**src/rtl/isv_pkg.sv**
```systemverilog
package isv_pkg;
  localparam int NUM_SRC = 6;
  localparam int CODE_W  = 4;
  localparam int VEC_W   = 8;
  localparam int CODE_LSB = 2;

  // Highest pending source wins; source k carries code k+1.
  function automatic logic [CODE_W-1:0] top_code(input logic [NUM_SRC-1:0] pend);
    logic [CODE_W-1:0] c;
    c = '0;
    for (int i = 0; i < NUM_SRC; i++) begin
      if (pend[i]) c = CODE_W'(i + 1);
    end
    return c;
  endfunction

  // Place the code in the middle of the byte, unused bits zero.
  function automatic logic [VEC_W-1:0] pack_vec(input logic [CODE_W-1:0] code);
    return VEC_W'(code) << CODE_LSB;
  endfunction
endpackage

```
**src/rtl/isv_flag_bank.sv**
```systemverilog
module isv_flag_bank #(
  parameter int NUM_SRC = isv_pkg::NUM_SRC
) (
  input  logic               clk,
  input  logic               rst_n,
  input  logic [NUM_SRC-1:0] evt,
  input  logic [NUM_SRC-1:0] clr,
  output logic [NUM_SRC-1:0] pend
);
  for (genvar g = 0; g < NUM_SRC; g++) begin : g_flag
    logic flag_q;
    always_ff @(posedge clk or negedge rst_n) begin
      if (!rst_n)      flag_q <= 1'b0;
      else if (evt[g]) flag_q <= 1'b1;   // set beats clear
      else if (clr[g]) flag_q <= 1'b0;
    end
    assign pend[g] = flag_q;
  end
endmodule

```
**src/rtl/isv_prio_enc.sv**
```systemverilog
module isv_prio_enc
  import isv_pkg::*;
(
  input  logic [NUM_SRC-1:0] pend,
  output logic [CODE_W-1:0]  code
);
  always_comb code = top_code(pend);
endmodule

```
**src/rtl/isv_vec_reg.sv**
```systemverilog
module isv_vec_reg
  import isv_pkg::*;
(
  input  logic              clk,
  input  logic              rst_n,
  input  logic [CODE_W-1:0] code,
  output logic [VEC_W-1:0]  vec
);
  always_ff @(posedge clk or negedge rst_n) begin
    if (!rst_n) vec <= '0;
    else        vec <= pack_vec(code);
  end
endmodule

```
**src/rtl/isv_gen.sv**
```systemverilog
module isv_gen
  import isv_pkg::*;
(
  input  logic               clk,
  input  logic               rst_n,
  input  logic [NUM_SRC-1:0] evt_pulse,
  input  logic [NUM_SRC-1:0] clr_strobe,
  input  logic               irq_en,
  output logic [VEC_W-1:0]   vec_o,
  output logic               irq_o
);
  logic [NUM_SRC-1:0] pend_q;
  logic [CODE_W-1:0]  win_code;
  logic               any_pend;

  isv_flag_bank #(.NUM_SRC(NUM_SRC)) flags_i (
    .clk(clk), .rst_n(rst_n), .evt(evt_pulse), .clr(clr_strobe), .pend(pend_q)
  );

  isv_prio_enc prio_i (.pend(pend_q), .code(win_code));

  isv_vec_reg vreg_i (.clk(clk), .rst_n(rst_n), .code(win_code), .vec(vec_o));

  assign any_pend = |pend_q;
  assign irq_o    = any_pend & irq_en;
endmodule

```
**config.mk**
```make
export PLATFORM = sky130hd
export DESIGN_NAME = isv_gen
export DESIGN_NICKNAME = d
export VERILOG_FILES = /design/src/rtl/isv_pkg.sv /design/src/rtl/isv_flag_bank.sv /design/src/rtl/isv_prio_enc.sv /design/src/rtl/isv_vec_reg.sv /design/src/rtl/isv_gen.sv
export SDC_FILE = /design/constraint.sdc
export NUM_CORES = 1
export LEC_CHECK = 0
export BUFFER_PORTS_ARGS = -buffer_cell sky130_fd_sc_hd__buf_2
export CORE_AREA = 5 5 42 44
export CTS_CLUSTER_DIAMETER = 100
export DETAILED_ROUTE_END_ITERATION = 12
export DIE_AREA = 0 0 47 49
export GPL_TIMING_DRIVEN = 0
export HOLD_SLACK_MARGIN = 0.08
export PLACE_DENSITY_LB_ADDON = 0.08
export SLEW_MARGIN = 10
export SYNTH_ARGS = -nofsm -noshare
export SYNTH_HDL_FRONTEND = slang
export SYNTH_SLANG_ARGS = --single-unit
```
**constraint.sdc**
```tcl
create_clock -name clk -period 1.6 [get_ports clk]
set_input_delay 0.32 -clock clk [delete_from_list [all_inputs] [get_ports clk]]
set_output_delay 0.32 -clock clk [all_outputs]
set_load 0.01 [all_outputs]
```
==> impl_metrics.py <==
metrics = {
    "grt": {
        "grt-ovfl-total": 0,
        "antenna_found_initial": 0,
        "grt_max_degree": 10,
        "grtUsageTotal": 0.0711,
        "grt_pass1_wl_mm": 1.09,
        "grt_pass1_vias": 273,
    },
    "critical_path": {
        "crit_chain": "or3_4 > o41a_1 > buf_2",
        "critPathBufInv": 1,
        "cpLargestDelayFamily": "simple AND/OR/NAND/NOR gates",
        "required_ns": 1.28,
        "slowest_stage": "or3_4",
        "end_kind": "output port",
        "crit_path_max_incr_delay_ns": 0.39,
        "cp.depth": 3,
        "reg2reg_depth": 1,
        "worst-setup-path-type": "reg2out",
        "cp-start-kind": "flop",
        "crit_arrival_ns": 1.45,
        "worstPathMaxFanout": 2,
    },
    "power": {
        "power_w": 0.000495,
        "p_per_area_nw_per_um2": 882,
        "leakage_nw": 0.314,
        "ir_drop_v": 0.000429,
    },
    "run_status": {
        "failed_checks": "negative setup slack",
        "status": "finished, violations left",
    },
    "detailed_routing": {
        "post-route-drc-count": 0,
        "dr.pass1.iters": 2,
        "viasPerCell": 3.94,
        "wire_per_inst_um": 9.10,
        "num_vias": 311,
        "drtAntennaViolNets": 0,
        "wl_um": 719,
        "drt-initial-drc-count": 2,
    },
    "layout": {
        "diodes": 0,
        "area_growth_pct": 45.8,
        "final_layout_size_suffix_gt1_frac": 0.476,
        "fin_nets": 79,
    },
    "place": {
        "io_buffers": 18,
        "dp_slack_ns": 0.0455,
        "gp_congestion": 0.587,
    },
    "sta": {
        "layout_min_cycle_time_ns": 1.77,
        "fin_crit_sh": 1.11,
        "max_freq_mhz": 564,
        "layout_setup_ws_ns": -0.174,
        "hold_viol_final": 0,
        "final.setup.tns_ns": -0.174,
        "setup_viol": 1,
        "finalMaxSlewViolations": 0,
        "rsz0062_at_grt": "true",
        "fin_skew_ns": 0.00346,
    },
    "hold_path": {
        "hold_path_depth": 2,
        "hold_path_class": "in2reg",
    },
    "synth": {
        "syn_area_um2": 385,
        "synth_largest_area_cell": "dfrtp_1",
        "synthMostInstantiatedCell": "dfrtp_1",
        "synth_common_cells": "9 x dfrtp_1, 6 x inv_1, 5 x buf_4, 3 x a21o_1",
        "synthTopCellsByArea": "dfrtp_1 58%, buf_4 9.7%, a21o_1 5.8%, inv_1 5.8%, o21bai_1 3.9%",
        "synth_top_cell_area_share": 0.584,
        "synth_area_per_cell_um2": 11.3,
        "netlist_instances": 34,
        "ys_seq_elements": 9,
        "yosysWarnings": 0,
        "synth_edf_count": 0,
        "yosysUniqueCellTypes": 13,
        "ys_async_sr_fraction": 1.00,
        "synthFlopType": "dfrtp_1",
        "synth-seq-area-share": 0.584,
    },
    "clock_network": {
        "cts_root_buf": "clkbuf_4",
        "ctsResizeCount": 0,
        "clk_pin_slew_ns": 0.06,
        "clkLatencyLatePin_ns": 0.26,
        "clock-sinks": 9,
        "htree_num_levels": 1,
        "cts_buffers": 3,
        "clockBufferDepth": 2,
        "cts_tree": "done",
    },
    "floorplan": {
        "core_um2": 1400,
        "dieArea_um2": 2300,
        "ios": 24,
        "die_w_um": 47,
        "num_rows": 14,
        "die_h_um": 49,
        "start_util": 0.275,
    },
    "job": {
        "cap_viol_max_count": 0,
    },
}
path summary, 6_finish.rpt:
path / slack [ns] / start / end
worst max register to register: 0.72 / flags_i.g_flag[4].flag_q / vreg_i.vec[4]
worst min-delay path: 0.23 / clr_strobe[1] / flags_i.g_flag[1].flag_q
worst min register to register: 0.48 / flags_i.g_flag[5].flag_q / vreg_i.vec[2]
max in group asynchronous: 0.98 / rst_n / flags_i.g_flag[2].flag_q
min in group asynchronous: 0.44 / rst_n / vreg_i.vec[2]
worst max-delay path: -0.17 / flags_i.g_flag[4].flag_q / irq_o
through the flow:
step | hold slack [ns] | std cells | util | cell area, µm²
after floorplan | 0.0244 | 38 | - | 400
after global placement | 0.181 | 72 | 0.364 | 510
after detailed placement | 0.178 | 72 | 0.364 | 510
after CTS | 0.229 | 79 | 0.401 | 562
after global routing | 0.225 | 79 | 0.401 | 562
final | 0.232 | 79 | 0.401 | 562
flip-flops by register name (all words and copies together) (netlist names):
name and flops:
flags_i.g_flag.flag_q 6, vreg_i.vec 3
cell usage in the layout (no fill, tap or decap), drive strengths merged:
| cell | instances |
|---|---|
| o41a | 1 |
| nor2 | 1 |
| conb | 5 |
| or3 | 1 |
| a21oi | 1 |
| o21bai | 2 |
| dlygate4sd3 | 1 |
| a21o | 4 |
| nand2 | 1 |
| buf | 25 |
| o31ai | 2 |
| clkbuf | 4 |
| dfrtp | 9 |
| inv | 6 |
logic make-up after synthesis:
logic type | synth area share
compound gates | 0.201
buf+inv | 0.156
flops | 0.584
other cells | 0.00973
simple gates | 0.0487
metal layers:
| layer | vias to the layer above | global-route usage | share of wire |
|---|---|---|---|
| li1 | 158 | - | - |
| met1 | 138 | 0.0769 | 0.40 |
| met2 | 15 | 0.0950 | 0.46 |
| met3 | 0 | 0.0775 | 0.13 |
| met4 | 0 | 0.0138 | 0 |
| met5 | - | 0 | 0 |
timing repair:
action                                 CTS  global route
pin swaps                                1             0
buffers inserted                         2             0
gates cloned                             0             0
setup endpoints to repair                1             1
endpoints found under the hold margin    9             0
hold buffers                             1             0
where the power goes:
group          internal, W  switching (W)   total, W  leakage (nW)
Combinational    0.0000413      0.0000322  0.0000735         0.202
Clock            0.0000958      0.0000745   0.000170        0.0150
Sequential        0.000243     0.00000873   0.000252        0.0968
final cells by class:
cell class	count	area [µm²]
buffer	5	37.5
clock buffer	4	26.3
sequential	9	225
inverter	6	22.5
fill	162	840
tap	16	20.0
timing repair buffer	21	115
multi-input combinational	18	115
Note: power is estimated with default switching activity, not from simulation.
